`src/rtl/synp_pkg.sv`:
```
package synp_pkg;

   typedef enum logic [2:0] {
      ST_IDLE,
      ST_LEAD,
      ST_ENA,
      ST_HIGH,
      ST_LOW,
      ST_GAP,
      ST_TAIL
   } synp_state_e;

   // convert a minimum time in ns into system cycles, rounding up
   function automatic int ns_to_cyc(input int sys_mhz, input int ns);
      longint prod;
      prod = longint'(ns) * longint'(sys_mhz);
      return int'((prod + 64'd999) / 64'd1000);
   endfunction

   function automatic int cmax(input int a, input int b);
      return (a > b) ? a : b;
   endfunction

endpackage

```
`src/rtl/synp_timer.sv`:
```
module synp_timer #(
   parameter int W = 8
) (
   input  logic         clk_i,
   input  logic         rst_ni,
   input  logic         load_i,
   input  logic [W-1:0] len_i,
   output logic         zero_o
);

   logic [W-1:0] cnt_q;

   always_ff @(posedge clk_i or negedge rst_ni) begin
      if (!rst_ni) begin
         cnt_q <= '0;
      end else if (load_i) begin
         cnt_q <= len_i - 1'b1;
      end else if (cnt_q != '0) begin
         cnt_q <= cnt_q - 1'b1;
      end
   end

   assign zero_o = (cnt_q == '0);


   len_nonzero_chk: assert property (@(posedge clk_i) disable iff (!rst_ni)
      load_i |-> (len_i != '0));

endmodule

```
`src/rtl/synp_bitsel.sv`:
```
module synp_bitsel #(
   parameter int NBYTES = 6
) (
   input  logic                  clk_i,
   input  logic                  rst_ni,
   input  logic                  load_i,
   input  logic [NBYTES*8-1:0]   frame_i,
   input  logic                  step_bit_i,
   input  logic                  step_byte_i,
   output logic                  bit_o,
   output logic                  last_bit_o,
   output logic                  last_byte_o,
   output logic [$clog2(NBYTES)-1:0] byte_idx_o
);

   localparam int BW = $clog2(NBYTES);
   localparam int FW = NBYTES * 8;

   logic [FW-1:0] frame_q;
   logic [BW-1:0] byte_q;
   logic [2:0]    bit_q;
   logic [7:0]    byte_arr [NBYTES];

   for (genvar g = 0; g < NBYTES; g++) begin : g_byte
      assign byte_arr[g] = frame_q[8*g +: 8];
   end

   always_ff @(posedge clk_i or negedge rst_ni) begin
      if (!rst_ni) begin
         frame_q <= '0;
         byte_q  <= '0;
         bit_q   <= 3'd7;
      end else if (load_i) begin
         frame_q <= frame_i;
         byte_q  <= '0;
         bit_q   <= 3'd7;
      end else if (step_byte_i) begin
         byte_q  <= byte_q + 1'b1;
         bit_q   <= 3'd7;
      end else if (step_bit_i) begin
         bit_q   <= bit_q - 1'b1;
      end
   end

   assign bit_o       = byte_arr[byte_q][bit_q];
   assign last_bit_o  = (bit_q == 3'd0);
   assign last_byte_o = (byte_q == BW'(NBYTES - 1));
   assign byte_idx_o  = byte_q;


   byte_idx_range_chk: assert property (@(posedge clk_i) disable iff (!rst_ni)
      byte_q <= BW'(NBYTES - 1));


   bit_step_underflow_chk: assert property (@(posedge clk_i) disable iff (!rst_ni)
      step_bit_i |-> (bit_q != 3'd0));


   byte_step_overflow_chk: assert property (@(posedge clk_i) disable iff (!rst_ni)
      step_byte_i |-> (byte_q != BW'(NBYTES - 1)));

endmodule

```
`src/rtl/synp_master.sv`:
```
module synp_master
   import synp_pkg::*;
#(
   parameter int SYS_MHZ    = 200,
   parameter int NBYTES     = 6,
   parameter int HALF_CYC   = ns_to_cyc(SYS_MHZ, 1000),
   parameter int LEAD_CYC   = ns_to_cyc(SYS_MHZ, 200),
   parameter int SETUP_CYC  = ns_to_cyc(SYS_MHZ, 100),
   parameter int FALL_CYC   = ns_to_cyc(SYS_MHZ, 400),
   parameter int END_CYC    = ns_to_cyc(SYS_MHZ, 400),
   parameter int GAP_CYC    = ns_to_cyc(SYS_MHZ, 5000),
   parameter int GAP_FM_CYC = ns_to_cyc(SYS_MHZ, 180000),
   parameter int GAP_AM_CYC = ns_to_cyc(SYS_MHZ, 2000000)
) (
   input  logic                clk_i,
   input  logic                rst_ni,
   input  logic                start_i,
   input  logic                am_mode_i,
   input  logic [NBYTES*8-1:0] frame_i,
   output logic                ser_clk_o,
   output logic                ser_data_o,
   output logic                ser_en_o,
   output logic                busy_o,
   output logic                done_o
);

   localparam int SLOW_IDX = 3;
   localparam int BW       = $clog2(NBYTES);
   localparam int MAXC     = cmax(cmax(cmax(GAP_AM_CYC, GAP_FM_CYC), cmax(GAP_CYC, HALF_CYC)),
                                  cmax(cmax(LEAD_CYC, SETUP_CYC), END_CYC));
   localparam int TW       = $clog2(MAXC + 1);

   // elaboration-time parameter checks
   if (NBYTES < 4) begin : g_bad_nbytes
      $error("synp_master: NBYTES must be at least 4");
   end
   if (HALF_CYC < 1 || LEAD_CYC < 1 || SETUP_CYC < 1 || END_CYC < 1) begin : g_bad_phase
      $error("synp_master: every phase count must be at least 1");
   end
   if (HALF_CYC < FALL_CYC) begin : g_bad_fall
      $error("synp_master: HALF_CYC must cover the enable fall hold");
   end
   if (GAP_CYC < LEAD_CYC || GAP_FM_CYC < GAP_CYC || GAP_AM_CYC < GAP_CYC) begin : g_bad_gap
      $error("synp_master: gap counts inconsistent");
   end

   synp_state_e       state_q, state_d;
   logic              mode_q;
   logic              done_q;
   logic              tmr_zero;
   logic              tmr_load;
   logic [TW-1:0]     dur_d;
   logic [TW-1:0]     gap_len;
   logic              long_sel;
   logic              accept;
   logic              step_bit, step_byte;
   logic              bit_val, last_bit, last_byte;
   logic [BW-1:0]     byte_idx;

   assign accept = (state_q == ST_IDLE) && start_i;

   // long release after the fourth byte exists only if a fifth byte follows
   if (NBYTES > SLOW_IDX + 1) begin : g_long_gap
      assign long_sel = (byte_idx == BW'(SLOW_IDX));
   end else begin : g_no_long_gap
      assign long_sel = 1'b0;
   end

   assign gap_len = long_sel ? (mode_q ? TW'(GAP_AM_CYC) : TW'(GAP_FM_CYC))
                             : TW'(GAP_CYC);

   always_comb begin
      state_d = state_q;
      unique case (state_q)
         ST_IDLE: if (start_i)  state_d = ST_LEAD;
         ST_LEAD: if (tmr_zero) state_d = ST_ENA;
         ST_ENA:  if (tmr_zero) state_d = ST_HIGH;
         ST_HIGH: if (tmr_zero) state_d = ST_LOW;
         ST_LOW: begin
            if (tmr_zero) begin
               if (!last_bit)      state_d = ST_HIGH;
               else if (last_byte) state_d = ST_TAIL;
               else                state_d = ST_GAP;
            end
         end
         ST_GAP:  if (tmr_zero) state_d = ST_ENA;
         ST_TAIL: if (tmr_zero) state_d = ST_IDLE;
         default: state_d = ST_IDLE;
      endcase
   end

   always_comb begin
      unique case (state_d)
         ST_LEAD:         dur_d = TW'(LEAD_CYC);
         ST_ENA:          dur_d = TW'(SETUP_CYC);
         ST_HIGH, ST_LOW: dur_d = TW'(HALF_CYC);
         ST_GAP:          dur_d = gap_len;
         ST_TAIL:         dur_d = TW'(END_CYC);
         default:         dur_d = TW'(1);
      endcase
   end

   assign tmr_load  = (state_d != state_q);
   assign step_bit  = (state_q == ST_LOW) && (state_d == ST_HIGH);
   assign step_byte = (state_q == ST_GAP) && (state_d == ST_ENA);

   always_ff @(posedge clk_i or negedge rst_ni) begin
      if (!rst_ni) begin
         state_q <= ST_IDLE;
         mode_q  <= 1'b0;
         done_q  <= 1'b0;
      end else begin
         state_q <= state_d;
         done_q  <= (state_q == ST_TAIL) && (state_d == ST_IDLE);
         if (accept) mode_q <= am_mode_i;
      end
   end

   synp_timer #(
      .W (TW)
   ) i_timer (
      .clk_i  (clk_i),
      .rst_ni (rst_ni),
      .load_i (tmr_load),
      .len_i  (dur_d),
      .zero_o (tmr_zero)
   );

   synp_bitsel #(
      .NBYTES (NBYTES)
   ) i_bitsel (
      .clk_i       (clk_i),
      .rst_ni      (rst_ni),
      .load_i      (accept),
      .frame_i     (frame_i),
      .step_bit_i  (step_bit),
      .step_byte_i (step_byte),
      .bit_o       (bit_val),
      .last_bit_o  (last_bit),
      .last_byte_o (last_byte),
      .byte_idx_o  (byte_idx)
   );

   assign ser_clk_o  = (state_q == ST_HIGH);
   assign ser_en_o   = (state_q == ST_ENA) || (state_q == ST_HIGH) || (state_q == ST_LOW);
   assign ser_data_o = bit_val;
   assign busy_o     = (state_q != ST_IDLE);
   assign done_o     = done_q;


   clk_inside_enable_chk: assert property (@(posedge clk_i) disable iff (!rst_ni)
      ser_clk_o |-> ser_en_o);


   en_rise_clk_low_chk: assert property (@(posedge clk_i) disable iff (!rst_ni)
      $rose(ser_en_o) |-> (!ser_clk_o && !$past(ser_clk_o)));


   en_fall_clk_low_chk: assert property (@(posedge clk_i) disable iff (!rst_ni)
      $fell(ser_en_o) |-> (!ser_clk_o && !$past(ser_clk_o)));


   data_stable_high_chk: assert property (@(posedge clk_i) disable iff (!rst_ni)
      (ser_clk_o && $past(ser_clk_o)) |-> $stable(ser_data_o));


   data_stable_low_chk: assert property (@(posedge clk_i) disable iff (!rst_ni)
      (!ser_clk_o && !$past(ser_clk_o) && ser_en_o && $past(ser_en_o)) |-> $stable(ser_data_o));


   done_single_chk: assert property (@(posedge clk_i) disable iff (!rst_ni)
      done_o |=> !done_o);


   done_not_busy_chk: assert property (@(posedge clk_i) disable iff (!rst_ni)
      done_o |-> !busy_o);


   mode_hold_chk: assert property (@(posedge clk_i) disable iff (!rst_ni)
      (busy_o && $past(busy_o)) |-> $stable(mode_q));

endmodule

```
`config.mk`:
```
export PLATFORM = sky130hd
export DESIGN_NAME = synp_master
export DESIGN_NICKNAME = d
export VERILOG_FILES = /design/src/rtl/synp_pkg.sv /design/src/rtl/synp_timer.sv /design/src/rtl/synp_bitsel.sv /design/src/rtl/synp_master.sv
export SDC_FILE = /design/constraint.sdc
export NUM_CORES = 1
export LEC_CHECK = 0
export ABC_AREA = 1
export BUFFER_PORTS_ARGS = -buffer_cell sky130_fd_sc_hd__buf_2
export CORE_MARGIN = 1
export CORE_UTILIZATION = 35
export DETAILED_ROUTE_END_ITERATION = 8
export PLACE_DENSITY = 0.62
export SLEW_MARGIN = 20
export SYNTH_ARGS = -nofsm -noshare
export SYNTH_HDL_FRONTEND = slang
export SYNTH_SLANG_ARGS = --single-unit
```
`constraint.sdc`:
```
create_clock -name clk_i -period 3.1 [get_ports clk_i]
set_input_delay 0.155 -clock clk_i [delete_from_list [all_inputs] [get_ports clk_i]]
set_output_delay 0.155 -clock clk_i [all_outputs]
set_load 0.02 [all_outputs]
```
==> run_summary.xml <==
<?xml version="1.0" encoding="UTF-8"?>
<metrics>
  <group name="setup_path">
    <metric name="worstReg2RegEnd" unit="">i_timer.cnt_q[18]</metric>
    <metric name="crit_chain" unit="">inv_2 &gt; ha_1 &gt; nand4_1 &gt; nand2_1 &gt; nand2_1 &gt; nand3_2 &gt; nand2_2 &gt; o21ai_4 &gt; nand3_4 &gt; inv_2 &gt; nand2_1 &gt; nand2_2 &gt; inv_2 &gt; ha_1 &gt; inv_1 &gt; nor2_2 &gt; nand3_2 &gt; nor2_4 &gt; nand3_1 &gt; nand2_1 &gt; inv_1 &gt; nor2_1</metric>
    <metric name="crit_path_frequent_cell" unit="">sky130_fd_sc_hd__nand2_1</metric>
    <metric name="dominant_delay_contributor_by_cell_family_on_the_critical_path" unit="">simple AND/OR/NAND/NOR gates</metric>
    <metric name="timing.critical_path.to_type" unit="">flip-flop</metric>
    <metric name="cpPeakStageDelay" unit="ns">0.56</metric>
    <metric name="critPathArrivalTime" unit="ns">3.12</metric>
    <metric name="slack_of_the_worst_reg_to_reg_path" unit="ns">0.25</metric>
    <metric name="r2r_start" unit="">i_bitsel.bit_q[1]</metric>
    <metric name="ff2ff_path_depth" unit="">22</metric>
    <metric name="crit_slowest_cell" unit="">sky130_fd_sc_hd__dfstp_2</metric>
    <metric name="setup.worst_path.start_class" unit="">flip-flop</metric>
    <metric name="critPathKind" unit="">reg2reg</metric>
    <metric name="worst-endpoint-required" unit="ns">3.37</metric>
    <metric name="critical_path_buf_inv_count" unit="">5</metric>
    <metric name="critical_path_peak_fanout" unit="">8</metric>
  </group>
  <group name="pwr">
    <metric name="powerDensity" unit="mW/mm^2">387</metric>
    <metric name="power.share.switching" unit="%">21.4</metric>
    <metric name="clock_power_share" unit="%">49.2</metric>
    <metric name="internal_power" unit="W">0.00166</metric>
    <metric name="comb_power_share" unit="%">2.6</metric>
    <metric name="seq_power_share" unit="%">48.2</metric>
    <metric name="vdd.ir_drop.worst" unit="uV">247</metric>
    <metric name="net-switching-power" unit="W">0.000451</metric>
    <metric name="leakage" unit="nW">2.70</metric>
  </group>
  <group name="grt">
    <metric name="grt.overflow.total" unit="">0</metric>
    <metric name="grt_pass1_vias" unit="">3779</metric>
    <metric name="groute.layer.met1.usage" unit="%">23.2</metric>
    <metric name="grt_first_pass_wirelength" unit="um">18300</metric>
    <metric name="globalRoute.busiestLayer" unit="">met2</metric>
    <metric name="global_route.usage.total" unit="%">17.5</metric>
    <metric name="grt_antenna_before_repair" unit="">0</metric>
    <metric name="grt_util_met3" unit="%">2.39</metric>
    <metric name="global_route.usage.met2" unit="%">28.8</metric>
    <metric name="maximum_number_of_pins_on_one_net_before_global_route_repair" unit="">79</metric>
  </group>
  <group name="finish">
    <metric name="layout.cells.most_common_list" unit="">sky130_fd_sc_hd__nand2_1 (94), sky130_fd_sc_hd__dfrtp_1 (75), sky130_fd_sc_hd__nor2_1 (61)</metric>
    <metric name="mostFrequentLayoutCell" unit="">sky130_fd_sc_hd__nand2_1</metric>
    <metric name="nNetsFinal" unit="">662</metric>
    <metric name="diodes" unit="">0</metric>
    <metric name="synthToLayoutAreaGrowth" unit="%">18.8</metric>
    <metric name="number_of_standard_cells_in_the_layout_taps_in_and_fillers_out" unit="">780</metric>
    <metric name="drive_above_1_share" unit="%">32.2</metric>
  </group>
  <group name="placed_design">
    <metric name="globalplace.congestion" unit="">0.867</metric>
    <metric name="placement.io_buffers" unit="">56</metric>
    <metric name="hpwl" unit="um">8130</metric>
    <metric name="post-place-cells" unit="">761</metric>
  </group>
  <group name="synthesis">
    <metric name="synth_enable_flop_cells" unit="">0</metric>
    <metric name="synth-seq-cells" unit="">78</metric>
    <metric name="area_of_the_mapped_netlist" unit="sq mm">0.00460</metric>
    <metric name="synth_sequential_area_ratio" unit="%">42.5</metric>
    <metric name="synth-main-ff-cell" unit="">sky130_fd_sc_hd__dfrtp_1</metric>
    <metric name="synthDistinctLibCells" unit="">35</metric>
    <metric name="ys_warnings" unit="">0</metric>
    <metric name="synth.avg_cell_area" unit="sq um">8.50</metric>
    <metric name="synthCells" unit="">541</metric>
    <metric name="syn_nets" unit="">599</metric>
    <metric name="synth_async_sr_flop_share" unit="%">100</metric>
  </group>
  <group name="route">
    <metric name="wl" unit="um">11000</metric>
    <metric name="route.vias.total" unit="">3867</metric>
    <metric name="first_iter_violations" unit="">254</metric>
    <metric name="detail_route.drc_violations" unit="">0</metric>
    <metric name="drt.antenna.violating_nets" unit="">0</metric>
    <metric name="count_of_tritonroute_iterations_in_the_first_routing_pass" unit="">5</metric>
    <metric name="detail_route.vias_per_cell" unit="">4.96</metric>
    <metric name="wl_per_cell" unit="um">14.1</metric>
  </group>
  <group name="clock_network">
    <metric name="clk_latency" unit="ns">0.34</metric>
    <metric name="ctsLongestPathBuffers" unit="">2</metric>
    <metric name="cts_tree" unit="">yes</metric>
    <metric name="clk_pin_slew" unit="ns">0.06</metric>
    <metric name="cts_max_level" unit="">3</metric>
    <metric name="clock_tree.root_cell" unit="">sky130_fd_sc_hd__clkbuf_16</metric>
    <metric name="cts_inserted_buffers" unit="">9</metric>
    <metric name="clock_sinks" unit="">78</metric>
  </group>
  <group name="hold_path">
    <metric name="cell_depth_of_the_worst_hold_path" unit="">2</metric>
    <metric name="worst_hold_path_type" unit="">in2reg</metric>
    <metric name="hold_end" unit="">i_bitsel.frame_q[39]</metric>
    <metric name="min_from" unit="">frame_i[39]</metric>
  </group>
  <group name="die">
    <metric name="floorplan.die.width" unit="um">117</metric>
    <metric name="placementRows" unit="">41</metric>
    <metric name="initial_utilization" unit="%">36.1</metric>
    <metric name="fp.dieArea" unit="sq mm">0.0136</metric>
    <metric name="area_inside_the_core_boundary" unit="sq mm">0.0127</metric>
    <metric name="die_height" unit="um">117</metric>
    <metric name="pin_count" unit="">57</metric>
  </group>
  <group name="sta">
    <metric name="worst_pin_slew" unit="ns">0.730</metric>
    <metric name="timing.fmax" unit="MHz">351</metric>
    <metric name="relSlewSlack" unit="%">51.4</metric>
    <metric name="clock_skew" unit="ns">0.00569</metric>
    <metric name="finalCritPeriodShare" unit="%">92.0</metric>
    <metric name="final-hold-violation-count" unit="">0</metric>
    <metric name="timing_max_transition_violations_final" unit="">0</metric>
    <metric name="finalCriticalPeriod" unit="ns">2.85</metric>
    <metric name="finalSetupViolations" unit="">0</metric>
    <metric name="setup-tns-final" unit="ns">0</metric>
  </group>
  <group name="run_status">
    <metric name="outcome" unit="">finished clean</metric>
  </group>
  <group name="job">
    <metric name="max_cap_violations" unit="">0</metric>
  </group>
</metrics>
how the worst max path moves through the flow:
stage	cells past startpoint	from	slack, ns	to
finish	22	i_bitsel.bit_q[1]	0.25	i_timer.cnt_q[18]
global route	22	i_bitsel.bit_q[1]	-0.01	i_timer.cnt_q[18]
CTS	22	i_bitsel.bit_q[1]	0.06	i_timer.cnt_q[18]
detailed placement	22	i_bitsel.bit_q[1]	0.12	i_timer.cnt_q[18]
global placement	20	i_timer.cnt_q[15]	0.25	i_timer.cnt_q[18]
floorplan	22	i_bitsel.bit_q[0]	0.09	i_timer.cnt_q[8]
cell usage after synthesis, types with 11 or more instances:
master                     instances  area, sq um
sky130_fd_sc_hd__nand2_1          97          364
sky130_fd_sc_hd__dfrtp_1          75         1880
sky130_fd_sc_hd__nor2_1           65          244
sky130_fd_sc_hd__inv_1            54          203
sky130_fd_sc_hd__mux2_2           44          495
sky130_fd_sc_hd__nand3_1          42          210
sky130_fd_sc_hd__a21oi_1          31          155
sky130_fd_sc_hd__nand4_1          16          100
sky130_fd_sc_hd__o21ai_0          16         80.1
sky130_fd_sc_hd__clkbuf_1         15         56.3
sky130_fd_sc_hd__nand2_2          11         68.8
sky130_fd_sc_hd__nand3_2          11          110
registers in the layout (all words and copies together) (netlist names):
register / count
done_o: 1
i_bitsel.bit_q: 3
i_bitsel.byte_idx_o: 3
i_bitsel.frame_q: 48
i_timer.cnt_q: 19
mode_q: 1
state_q: 3
cell families (layout without fill, tap and decap cells):
family / count (synthesis) / after routing / share of synthesized area (%)
xor+xnor: 4 / 4 / 0.762
fa+ha+maj: 6 / 6 / 1.63
mux: 44 / 44 / 10.8
buf+inv: 80 / 147 / 6.86
flops: 78 / 78 / 42.5
simple gates: 267 / 267 / 28.9
compound gates: 62 / 62 / 8.49
power by group through the flow:
stage	logic, W	registers, W	clock network (W)
2_1_floorplan	0.000000659	0.00104	0
3_3_place_gp	0.0000557	0.00104	0
3_5_place_dp	0.0000562	0.00104	0
4_1_cts	0.0000563	0.00102	0.00105
5_1_grt	0.0000636	0.00102	0.00110
6_report	0.0000550	0.00102	0.00104
through the flow:
step | total power [W] | worst slack (ns) | hold WS, ns | cell area, sq um | utilization (%)
4_1_cts | 0.00213 | 0.0640 | 0.0341 | 5380 | 42.3
2_1_floorplan | 0.00104 | 0.0861 | -0.141 | 4600 | -
3_3_place_gp | 0.00109 | 0.253 | 0.387 | 5090 | 40.0
6_report | 0.00211 | 0.249 | 0.0391 | 5460 | 42.9
3_5_place_dp | 0.00109 | 0.118 | 0.389 | 5090 | 40.0
5_1_grt | 0.00218 | -0.0116 | 0.0432 | 5460 | 42.9
routing by layer:
metal / part of all wire [%] / wire length (um)
met1: 46 / 5070
met5: 0 / 0
met2: 47 / 5180
met4: 2.1 / 226
met3: 4.4 / 486
timing repair:
action,4_1_cts,5_1_grt
endpoints found under the setup margin,0,13
hold endpoints to repair,0,75
setup buffers,0,3
hold buffers,0,1
gates resized for setup,0,13
layout make-up:
type	instances	area [sq um]
fill	1292	7260
multi-input combinational	383	2370
sequential	78	1960
timing repair buffer	70	394
inverter	62	233
clock buffer	9	225
tap	172	215
clock inverter	6	63.8
Power figures use the tool's default switching activity.
